$ cat config.mk
export PLATFORM = sky130hd
export DESIGN_NAME = legacy_io_decoder
export DESIGN_NICKNAME = d
export VERILOG_FILES = /design/src/rtl/legacy_dec_pkg.sv /design/src/rtl/legacy_base_resolve.sv /design/src/rtl/legacy_window_hit.sv /design/src/rtl/legacy_sel_prio.sv /design/src/rtl/legacy_io_decoder.sv
export SDC_FILE = /design/constraint.sdc
export NUM_CORES = 1
export LEC_CHECK = 0
export ABC_AREA = 1
export BUFFER_PORTS_ARGS = -buffer_cell sky130_fd_sc_hd__buf_2
export CORE_AREA = 2 2 50 52
export DETAILED_ROUTE_END_ITERATION = 7
export DIE_AREA = 0 0 52 54
export PLACE_DENSITY = 0.83
export SETUP_SLACK_MARGIN = 0.02
export SKIP_CTS_REPAIR_TIMING = 1
export SYNTH_ARGS = -nofsm -noshare
export SYNTH_HDL_FRONTEND = slang
export SYNTH_SLANG_ARGS = --single-unit
$ cat constraint.sdc
create_clock -name clk -period 2.3 [get_ports clk]
set_input_delay 0.575 -clock clk [delete_from_list [all_inputs] [get_ports clk]]
set_output_delay 0.575 -clock clk [all_outputs]
set_load 0.02 [all_outputs]
$ cat src/rtl/legacy_dec_pkg.sv
package legacy_dec_pkg;

  localparam int NDEV = 6;
  localparam int LA_W = 12;

  typedef logic [LA_W-1:0] la_t;

  // Device index doubles as priority: lower index wins.
  localparam int D_ALT = 0;
  localparam int D_FDC = 1;
  localparam int D_IDE = 2;
  localparam int D_LPT = 3;
  localparam int D_UA  = 4;
  localparam int D_UB  = 5;

  localparam int MAX_LEGAL = 4;

  function automatic int span_log2(int dev);
    case (dev)
      D_ALT:   return 0;
      D_LPT:   return 2;
      default: return 3;
    endcase
  endfunction

  function automatic int legal_count(int dev);
    case (dev)
      D_LPT:      return 3;
      D_UA, D_UB: return 4;
      default:    return 2;
    endcase
  endfunction

  function automatic la_t legal_addr(int dev, int k);
    case (dev)
      D_FDC: return (k == 0) ? 12'h3F0 : 12'h370;
      D_IDE: return (k == 0) ? 12'h1F0 : 12'h170;
      D_ALT: return (k == 0) ? 12'h3F6 : 12'h376;
      D_LPT: begin
        case (k)
          0:       return 12'h3BC;
          1:       return 12'h378;
          default: return 12'h278;
        endcase
      end
      default: begin
        case (k)
          0:       return 12'h3F8;
          1:       return 12'h2F8;
          2:       return 12'h3E8;
          default: return 12'h2E8;
        endcase
      end
    endcase
  endfunction

  function automatic la_t default_addr(int dev);
    case (dev)
      D_FDC:   return 12'h3F0;
      D_IDE:   return 12'h1F0;
      D_ALT:   return 12'h3F6;
      D_LPT:   return 12'h378;
      D_UA:    return 12'h3F8;
      default: return 12'h2F8;
    endcase
  endfunction

  function automatic la_t raw_base(int dev, logic [7:0] r);
    case (dev)
      D_FDC, D_IDE: return {2'b00, r[7:2], 4'b0000};
      D_ALT:        return {2'b00, r[7:2], 4'b0110};
      D_LPT:        return {2'b00, r, 2'b00};
      default:      return {2'b00, r[7:1], 3'b000};
    endcase
  endfunction

endpackage

$ cat src/rtl/legacy_base_resolve.sv
module legacy_base_resolve
  import legacy_dec_pkg::*;
#(
  parameter int DEV = D_FDC
) (
  input  logic [7:0] cfg_byte,
  output la_t        base
);

  localparam int NLEGAL = legal_count(DEV);

  la_t raw;

  always_comb begin
    raw  = raw_base(DEV, cfg_byte);
    base = default_addr(DEV);
    for (int k = 0; k < MAX_LEGAL; k++) begin
      if (k < NLEGAL && raw == legal_addr(DEV, k)) base = raw;
    end
  end

endmodule

$ cat src/rtl/legacy_window_hit.sv
module legacy_window_hit #(
  parameter int ADDR_W = 16,
  parameter int LA_W   = 12,
  parameter int SPAN   = 3
) (
  input  logic [ADDR_W-1:0] addr,
  input  logic [LA_W-1:0]   base,
  input  logic              enable,
  output logic              hit
);

  logic [ADDR_W-1:0] base_ext;

  assign base_ext = ADDR_W'(base);
  assign hit      = enable && (addr[ADDR_W-1:SPAN] == base_ext[ADDR_W-1:SPAN]);

endmodule

$ cat src/rtl/legacy_sel_prio.sv
module legacy_sel_prio #(
  parameter int N = 6
) (
  input  logic [N-1:0] req,
  output logic [N-1:0] gnt
);

  always_comb begin
    logic taken;
    taken = 1'b0;
    gnt   = '0;
    for (int i = 0; i < N; i++) begin
      if (req[i] && !taken) begin
        gnt[i] = 1'b1;
        taken  = 1'b1;
      end
    end
  end

endmodule

$ cat src/rtl/legacy_io_decoder.sv
module legacy_io_decoder
  import legacy_dec_pkg::*;
#(
  parameter int ADDR_W = 16
) (
  input  logic              clk,
  input  logic              rst,
  input  logic [ADDR_W-1:0] io_addr,
  input  logic              io_strobe,
  input  logic [7:0]        cfg_fdc_base,
  input  logic [7:0]        cfg_ide_base,
  input  logic [7:0]        cfg_alt_base,
  input  logic [7:0]        cfg_lpt_base,
  input  logic [7:0]        cfg_uarta_base,
  input  logic [7:0]        cfg_uartb_base,
  input  logic [7:0]        cfg_pwr_ctl,
  input  logic [7:0]        cfg_fdc_ctl,
  output logic              sel_alt,
  output logic              sel_fdc,
  output logic              sel_ide,
  output logic              sel_lpt,
  output logic              sel_uarta,
  output logic              sel_uartb
);

  logic [7:0]      base_byte [NDEV];
  logic [NDEV-1:0] dev_en;
  logic [NDEV-1:0] hit;
  logic [NDEV-1:0] gnt;
  logic [NDEV-1:0] sel_q;

  assign base_byte[D_ALT] = cfg_alt_base;
  assign base_byte[D_FDC] = cfg_fdc_base;
  assign base_byte[D_IDE] = cfg_ide_base;
  assign base_byte[D_LPT] = cfg_lpt_base;
  assign base_byte[D_UA]  = cfg_uarta_base;
  assign base_byte[D_UB]  = cfg_uartb_base;

  assign dev_en[D_ALT] = 1'b1;
  assign dev_en[D_FDC] = !cfg_fdc_ctl[3];
  assign dev_en[D_IDE] = 1'b1;
  assign dev_en[D_LPT] = !cfg_pwr_ctl[7];
  assign dev_en[D_UA]  = !cfg_pwr_ctl[5] && (cfg_uarta_base[7:6] != 2'b00);
  assign dev_en[D_UB]  = !cfg_pwr_ctl[4] && (cfg_uartb_base[7:6] != 2'b00);

  for (genvar g = 0; g < NDEV; g++) begin : g_dev
    la_t base;

    legacy_base_resolve #(.DEV(g)) u_resolve (
      .cfg_byte (base_byte[g]),
      .base     (base)
    );

    legacy_window_hit #(
      .ADDR_W (ADDR_W),
      .LA_W   (LA_W),
      .SPAN   (span_log2(g))
    ) u_hit (
      .addr   (io_addr),
      .base   (base),
      .enable (dev_en[g]),
      .hit    (hit[g])
    );
  end

  legacy_sel_prio #(.N(NDEV)) u_prio (
    .req (hit),
    .gnt (gnt)
  );

  always_ff @(posedge clk) begin
    if (rst) sel_q <= '0;
    else     sel_q <= io_strobe ? gnt : '0;
  end

  assign sel_alt   = sel_q[D_ALT];
  assign sel_fdc   = sel_q[D_FDC];
  assign sel_ide   = sel_q[D_IDE];
  assign sel_lpt   = sel_q[D_LPT];
  assign sel_uarta = sel_q[D_UA];
  assign sel_uartb = sel_q[D_UB];

endmodule

Word level (Yosys, flattened, before mapping). Cells that the tools add are included.

Flip-flop bits (word level): 6. Latch bits: 0. RAM bits: 0. Bits in read-only memories: 0. Input bits: 83. Output and inout bits: 6. Word-level logic and storage cells: 75. Memories: 0.

Add/sub/neg operators: 0. Multiply operators: 0. Divide/modulo/power cells: 0. Order comparisons: 0. Equal/unequal tests: 23. Shift-type cells: 0. Muxes and demuxes: 27. Bitwise operators: 1. Reductions and logical operators: 23.

Operators by type and width (number): two-way mux 12 bit (11); two-way mux 10 bit (6); == test 7 bit, second input constant (8); == test 13 x 9 -> 1 bit (4); == test 6 bit, second input constant (4); == test 8 bit, second input constant (3); == test 16 x 12 -> 1 bit (1); == test 14 x 10 -> 1 bit (1); == test 6 x 5 -> 1 bit, second input constant (2); logical AND 1 bit (11); two-way mux 1 bit (10); logical NOT 1 bit (9); nonzero test 2 bit (2); OR reduction 2 bit (1); NOT 1 bit (1).

Logic depth before layout (Yosys ltp). Gate-level depths: netlist of run 1.

Depth after elaboration: 20. Gate-level depth with buffers: 10. Mapped depth without buffers: 10.

Hierarchy. A second synthesis of run 1 with hierarchy kept.

Cells, all modules: 474. Area total of the unflattened synthesis: 2308.5 um2.

Modules (own cells, without submodules): legacy_window_hit (g_dev[1].u_hit ...) (times used 4, cells an instance 48, area each 209.0 um2, sequential area each 0.0 um2); legacy_window_hit (g_dev[0].u_hit) (times used 1, cells an instance 56, area each 244.0 um2, sequential area each 0.0 um2); legacy_window_hit (g_dev[3].u_hit) (times used 1, cells an instance 54, area each 227.7 um2, sequential area each 0.0 um2); legacy_base_resolve (g_dev[0].u_resolve ...) (times used 2, cells an instance 19, area each 112.6 um2, sequential area each 0.0 um2); legacy_io_decoder (times used 1, cells an instance 27, area each 201.4 um2, sequential area each 120.1 um2); legacy_base_resolve (g_dev[3].u_resolve) (times used 1, cells an instance 32, area each 153.9 um2, sequential area each 0.0 um2); legacy_base_resolve (g_dev[2].u_resolve) (times used 1, cells an instance 20, area each 120.1 um2, sequential area each 0.0 um2); legacy_base_resolve (g_dev[5].u_resolve) (times used 1, cells an instance 21, area each 118.9 um2, sequential area each 0.0 um2); legacy_base_resolve (g_dev[4].u_resolve) (times used 1, cells an instance 20, area each 115.1 um2, sequential area each 0.0 um2); legacy_sel_prio (times used 1, cells an instance 14, area each 66.3 um2, sequential area each 0.0 um2).

Least setup slack after synthesis of run 1. Ideal clock, no wire load.

Path kind: input to register. Start: input io_addr[15]. End: register sel_q[4]. Library setup time: 110 ps. Arrival: 1238 ps. Required time: 2190 ps. Path slack: 952 ps. Cell stages on the path: 7. Path buffers: 0. Cells stage by stage: or2_4 > nor2_4 > nand3_2 > a21oi_2 > nand2_1 > nand2_1 > nor2_1.

Longest elaborated chain between the ends: 14. Elaborated cells on any way between the ends: 21. Those cells by class: eq/ne (5); mux (5); reduce/logical (11).

RTL lines: from (decl) (RTL line legacy_io_decoder.sv:8) `input logic [ADDR_W-1:0] io_addr,`; == test 16 x 12 -> 1 bit (RTL line legacy_window_hit.sv:15) `assign hit = enable && (addr[ADDR_W-1:SPAN] == base_ext[ADDR_W-1:SPAN]);`; two-way mux 1 bit (RTL line legacy_sel_prio.sv:13) `if (req[i] && !taken) begin`; logical NOT 1 bit (RTL line legacy_sel_prio.sv:13); logical AND 1 bit (RTL line legacy_sel_prio.sv:13); two-way mux 1 bit (RTL line legacy_sel_prio.sv:13); logical NOT 1 bit (RTL line legacy_sel_prio.sv:13); logical AND 1 bit (RTL line legacy_sel_prio.sv:13); two-way mux 1 bit (RTL line legacy_sel_prio.sv:13); logical NOT 1 bit (RTL line legacy_sel_prio.sv:13); logical AND 1 bit (RTL line legacy_sel_prio.sv:13); two-way mux 1 bit (RTL line legacy_sel_prio.sv:13); logical NOT 1 bit (RTL line legacy_sel_prio.sv:13); logical AND 1 bit * (RTL line legacy_sel_prio.sv:13); two-way mux 1 bit * (RTL line legacy_sel_prio.sv:13); to (signal assigned) (RTL line legacy_io_decoder.sv:73) `else sel_q <= io_strobe ? gnt : '0;`; to (decl) (RTL line legacy_io_decoder.sv:30) `logic [NDEV-1:0] sel_q;`.

Every way passes the cells marked *; elsewhere a longest branch is shown, timed or not. A chain may end at the register's enable or synchronous reset.

Final worst setup path of run 1. Same ends and word-level chain as after synthesis.

==> metrics.txt, run 1 <==
detailed placer's ending HPWL 1.84 mm; Setup violations, final 0; PwrDens 261 nW/um^2; CP Capture Type flip-flop; worst slew pin tran 0.239 ns; Sw Ratio 29.1%; clock root buffer master clkbuf_4; largest net degree at the start of global routing 6; chip height 54 um; starting density of the core 34.2%; cell type with the largest total area after synthesis nand2_1; total number of vias 1091; CTS sink count 6; HP Class input pin to flip-flop; most common cell after layout, fill and taps aside buf_2; first-pass GRT wire length 3.26 mm; largest registers sel_q: 6 flops; area of the mapped netlist 793 um^2; Synth top area share 21.3%; fill count 260; Synth Net Count 234; final setup margin 0.983 ns; Yosys reg bits 6; Psw 90.6 uW; CTS Buf Count 3; register area share after synthesis 15.1%; Post-Syn Area per Cell 5.25 um^2; grt ovf 0; max-cap viol count 0; Max Freq 760 MHz; Leakage Power 0.000680 uW; drt pass-1 iters 4; DRT iter0 DRCs 14; Worst-path clk slew 0.04 ns; Die Area 2810 um^2; area delta synth->final 50.5%; Ys Warns 0; routed len/inst 7.85 um; crit share post-route 57.2%; largest reg by FF count sel_q; Comb power frac 37.3%; Required @ worst endpoint 2.43 ns; I/O Buffers 68; initial antenna violation count 0; Synth area leaders nand2_1, nor2_1, dfxtp_1, inv_1, nand3_1; Post-layout nets 307; Placer Congestion 0.796; # rows 18; total power 311 uW; crit path time final 1.32 ns; TritonCTS clock tree done; Startpoint Class input pin; dpl ws 0.736 ns; Worst Path Max Fanout 3; RSZ-0062 raised after global routing no; max-slew violation count 0; ANT nets after route 0; Clk pwr share 29.2%; Crit Path Class input pin to flip-flop; drt drc 0; outcome finished, final reports clean; Rel. slew slack 84.0%; Synth Instances 151; Core Footprint 2320 um^2; # IOs 89; Die W 52 um; max reg flops 6; peak supply drop 0.178 mV; Internal 221 uW; Final Instance Count excl. Fillers 252; post-route setup TNS 0 ns; vias in the first global route 901; diode count 0; crit path DAT 1.45 ns; CTS H-tree depth 1; Via density 4.33; Synth cell types 19; clock tree buffer depth 2; WL final 1.98 mm; layout cells sized above 1 38.3%; Hold Fails Final Rpt 0; placed insts 249; commonest non-fill, non-tap cells in the layout buf_2, nand2_1, nor2_1, inv_1, nand3_1; Flop pwr share 33.5%; GRT Total Usage 14.9%
==> kinds of logic (layout without fill, tap and decap cells) <==
| family | count (synthesis) | count (layout) | share of synthesized area, % |
|---|---|---|---|
| AOI/OAI and AO/OA | 3 | 3 | 2.37 |
| DFF | 6 | 6 | 15.1 |
| and+or+nand+nor | 112 | 112 | 66.4 |
| buffers and inverters | 27 | 98 | 12.8 |
| xor gates and xnor gates | 3 | 3 | 3.31 |
==> worst max-delay path, stage by stage <==
cell and delay [ns]:
buf_2 0.10, or2_4 0.25, nor2_4 0.13, nand3_2 0.07
a21oi_2 0.11, nand2_1 0.09, nand2_1 0.06, nor2_1 0.04
==> per-stage QoR <==
stage	instance area (um^2)	hold WS [ns]	utilization, %
after global routing	1190	0.524	51.5
after global placement	1170	0.760	50.5
after floorplan	793	0.645	-
after CTS	1190	0.516	51.5
after detailed placement	1170	0.766	50.5
final	1190	0.520	51.5
==> Yosys cell counts <==
cell type,count
nand2_1,45
nor2_1,33
inv_1,26
nand3_1,14
dfxtp_1,6
nor3_1,4
nand4_1,3
nor2_2,3
xor2_1,3
nand3_2,2
nor3_2,2
nor3_4,2
o21ai_0,2
a21oi_2,1
inv_2,1
nand2_2,1
nand3b_1,1
nor2_4,1
or2_4,1
==> worst paths after layout <==
path | cells after the start | from | slack, ns | end
worst min-delay path | 2 | rst | 0.52 | sel_q[0]
worst max-delay path | 8 | io_addr[15] | 0.98 | sel_q[4]
==> cell type report <==
cell class	instances	area, um^2	share of cell area, %
clock buffer	3	22.5	1.89
inverter	27	101	8.49
multi-input combinational	118	572	47.9
sequential	6	120	10.1
tap	30	37.5	3.14
timing repair buffer	68	340	28.5
==> power by group through the flow <==
stage	sequential (uW)	combinational, uW	clock (uW)
global placement	106	115	0
floorplan	106	49.7	0
detailed placement	106	117	0
CTS	104	117	95.2
finish	104	116	90.8
global route	104	134	99.0
==> metal layers <==
layer | part of all wire (%) | global-route usage, % | routed length (um)
met3 | 6.5 | 1.94 | 128
met5 | 0 | 0 | 0
met4 | 0 | 5.26 | 0
met2 | 51 | 27.2 | 1010
met1 | 42 | 17.7 | 839
Power figures use the tool's default switching activity.
==> run 2, diff against run 1 <==
ABC_AREA = 0   (was 1)
CORE_AREA = 2 2 51 53   (was 2 2 50 52)
DIE_AREA = 0 0 53 55   (was 0 0 52 54)
PLACE_DENSITY = 0.71   (was 0.83)
clock period = 1.15 ns   (was 2.3 ns; I/O delays follow)
==> metrics.txt, run 2 <==
Finished Core Util 45.3%; Die W 53 um; area delta synth->final 102%; crit share post-route 126%; TritonCTS clock tree done; Required @ worst endpoint 1.34 ns; crit path time final 1.44 ns; ANT nets after route 0; Comb power frac 36.1%; Post-synth EDFFs 0; starting density of the core 22.5%; Setup violations, final 6; Rel. slew slack 78.2%; CTS H-tree depth 1; Flop pwr share 33.7%; Synth area leaders dfxtp_1, xnor2_1, nand4b_1, and4b_1, nand4_1; crit path DAT 1.63 ns; commonest non-fill, non-tap cells in the layout buf_2, buf_4, dfxtp_1, nand2_1, xnor2_1; outcome finished with violations; layout cells sized above 1 62.9%; peak supply drop 0.304 mV; CTS Buf Count 3; detailed placer's ending HPWL 1.70 mm; I/O Buffers 68; violated checks setup timing; Synth Instances 62; register area share after synthesis 22.6%; Worst-path clk slew 0.04 ns; area of the mapped netlist 532 um^2; largest registers sel_q: 6 flops; max-cap viol count 0; ys async rst share 0%; Synth Flop Type dfxtp_1; Via density 4.62; Clk pwr share 30.2%; Core Footprint 2360 um^2; # IOs 89; initial antenna violation count 0; WL final 1.90 mm; diode count 0; count leader, synth dfxtp_1; Worst Path Max Fanout 3; final setup margin -0.293 ns; Ys Warns 0; HP Class input pin to flip-flop; RSZ-0062 raised after global routing yes; routed len/inst 11.0 um; Post-layout nets 228; largest reg by FF count sel_q; Leakage Power 0.000510 uW; vias in the first global route 731; fill count 263; drt drc 0; Placer Congestion 0.761; # rows 18; Internal 463 uW; Psw 157 uW; clock tree buffer depth 2; Synth top area share 22.6%; Synth cell types 33; cell type with the largest total area after synthesis dfxtp_1; clock root buffer master clkbuf_4; first-pass GRT wire length 2.89 mm; Crit Path Class input pin to flip-flop; GRT Total Usage 13.5%; worst slew pin tran 0.324 ns; max reg flops 6; total number of vias 800; Yosys reg bits 6; CTS sink count 6; Post-Syn Area per Cell 8.58 um^2; drt pass-1 iters 2; grt ovf 0; dpl ws -0.574 ns; Post-synth top cells dfxtp_1, nand2_1, xnor2_1; largest net degree at the start of global routing 7; Startpoint Class input pin; Die Area 2920 um^2; max-slew violation count 0; Max Freq 693 MHz; Synth Net Count 145; most common cell after layout, fill and taps aside buf_2; CP Capture Type flip-flop; DRT iter0 DRCs 3; Hold Fails Final Rpt 0; PwrDens 578 nW/um^2; chip height 55 um; Sw Ratio 25.3%
run 2: changes by cell type after synthesis, moves of 4 or more:
cell and delta:
inv_1 -24, nand2_1 -40, nand3_1 -12, nand4b_1 +4, nor2_1 -30, xnor2_1 +5
run 2: power groups by stage:
stage          registers, uW  logic (uW)  clock network, uW
2_1_floorplan            212        63.8                  0
3_3_place_gp             212         206                  0
3_5_place_dp             212         214                  0
4_1_cts                  209         215                193
5_1_grt                  208         248                211
6_report                 209         224                187
run 2: routing by layer:
metal / share of wire, % / wire length (um) / vias to the layer above / track usage (%)
met5: 0 / 0 / - / 0
li1: - / - / 413 / -
met3: 7.6 / 144 / 8 / 2.42
met2: 53 / 1000 / 34 / 24.0
met4: 3.1 / 59 / 0 / 9.40
met1: 36 / 689 / 345 / 14.5
run 2: cell type report:
type | instances | area (um^2) | share of cell area [%]
Timing Repair Buffer | 80 | 443 | 41.3
Multi-Input combinational cell | 52 | 442 | 41.2
Tap cell | 30 | 37.5 | 3.50
Sequential cell | 6 | 120 | 11.2
Clock buffer | 3 | 22.5 | 2.10
Inverter | 2 | 7.51 | 0.700
run 2: path summary, 6_finish.rpt:
check	start	cells past startpoint	end	slack [ns]
max	io_addr[15]	5	sel_q[0]	-0.29
min	cfg_pwr_ctl[7]	3	sel_q[3]	0.32
run 2: cell families (layout without fill, tap and decap cells):
logic type | count (synthesis) | after routing | synth area share [%]
and+or+nand+nor | 36 | 36 | 48.9
AOI/OAI and AO/OA | 10 | 10 | 15.5
DFF | 6 | 6 | 22.6
xor gates and xnor gates | 6 | 6 | 9.88
buffers and inverters | 4 | 85 | 3.06
run 2: critical path: stages:
cell and delay, ns:
buf_2 0.11, nor4b_4 0.27, nand3_2 0.13, or4b_4 0.58, and4b_1 0.25
run 2: metrics by stage:
stage                     total power [uW]  hold slack [ns]  instance area, um^2  setup TNS [ns]  cells
after floorplan                        276            0.365                  559           -1.39     62
after CTS                              617            0.307                 1020           -1.30    172
after global placement                 419            0.567                 1000           -2.63    169
final                                  620            0.321                 1070           -1.22    173
after global routing                   667            0.329                 1070           -1.54    173
after detailed placement               427            0.563                 1000           -2.81    169
==> run 3, diff against run 2 <==
SETUP_SLACK_MARGIN = 0.15   (was 0.02)
==> metrics.txt, run 3 (synthesized netlist as in run 2, its figures left out) <==
I/O Buffers 68; CTS Buf Count 3; max-cap viol count 0; largest net degree at the start of global routing 7; Die Area 2920 um^2; vias in the first global route 731; final setup margin -0.293 ns; WL final 1.90 mm; Required @ worst endpoint 1.34 ns; CTS sink count 6; GRT Total Usage 13.5%; Placer Congestion 0.761; PwrDens 571 nW/um^2; CTS H-tree depth 1; Internal 463 uW; Startpoint Class input pin; register area 120 um^2; Comb power frac 36.1%; Via density 4.64; max reg flops 6; multi-input logic area 442 um^2; most common cell after layout, fill and taps aside buf_2; drt drc 0; Post-layout nets 228; # rows 18; crit path time final 1.44 ns; drt pass-1 iters 2; Flop pwr share 33.7%; CP Capture Type flip-flop; area delta synth->final 104%; initial antenna violation count 0; Setup violations, final 6; Leakage Power 0.000510 uW; grt ovf 0; Psw 157 uW; placed insts 169; total number of vias 802; clock tree buffer depth 2; Core Footprint 2360 um^2; Rel. slew slack 78.2%; violated checks setup timing; largest registers sel_q: 6 flops; largest reg by FF count sel_q; max-slew violation count 0; first-pass GRT wire length 2.89 mm; diode count 0; total power 620 uW; commonest non-fill, non-tap cells in the layout buf_2, buf_4, dfxtp_1, nand2_1, xnor2_1; outcome finished with violations; Sw Ratio 25.3%; Clk pwr share 30.2%; clock root buffer master clkbuf_4; worst slew pin tran 0.324 ns; chip height 55 um; TritonCTS clock tree done; # IOs 89; Final Instance Count excl. Fillers 173; Crit Path Class input pin to flip-flop; routed len/inst 11.0 um; layout cells sized above 1 62.9%; Worst-path clk slew 0.04 ns; crit path DAT 1.63 ns; peak supply drop 0.304 mV; crit share post-route 126%; fill count 259; DRT iter0 DRCs 3; Die W 53 um; detailed placer's ending HPWL 1.70 mm; starting density of the core 22.5%; Worst Path Max Fanout 3; Hold Fails Final Rpt 0; HP Class input pin to flip-flop; RSZ-0062 raised after global routing yes; ANT nets after route 0; Max Freq 693 MHz
[run 3: cell count changes in the layout (fill, tap and decap cells not counted)]
cell,change
buf_4,+5
buf_2,-5
[run 3: cell type report]
type                       count  share of cell area [%]
multi-input combinational     52                    40.7
inverter                       2                   0.692
tap                           30                    3.46
clock buffer                   3                    2.08
sequential                     6                    11.1
timing repair buffer          80                    42.0
[run 3: worst paths after layout]
path,to,cells past startpoint,start,slack (ns)
setup / recovery,sel_q[0],5,io_addr[15],-0.29
hold / removal,sel_q[3],3,cfg_pwr_ctl[7],0.32
[run 3: power by group through the flow]
stage                     registers (uW)  clock network, uW  logic, uW
after floorplan                      212                  0       63.8
after global placement               212                  0        206
after detailed placement             212                  0        214
after CTS                            209                193        215
after global routing                 208                211        248
final                                209                187        224
[run 3: stage by stage]
step	hold WS [ns]	TNS (ns)	worst slack (ns)	instance area, um^2	util, %
after CTS	0.307	-1.30	-0.318	1020	43.3
after global placement	0.567	-2.63	-0.530	1000	42.3
after floorplan	0.365	-1.39	-0.348	559	-
final	0.321	-1.22	-0.293	1080	45.9
after global routing	0.329	-1.54	-0.330	1080	45.9
after detailed placement	0.563	-2.81	-0.574	1000	42.3
[run 3: worst max-delay path, cell delays in order]
cell	delay (ns)
buf_2	0.11
nor4b_4	0.27
nand3_2	0.13
or4b_4	0.58
and4b_1	0.25
[run 3: per-layer routing]
layer	GRT usage, %	part of all wire [%]	up-vias
met5	0	0	-
met4	9.40	3.1	0
met3	2.42	7.4	8
met2	24.0	53	34
met1	14.5	36	347
li1	-	-	413
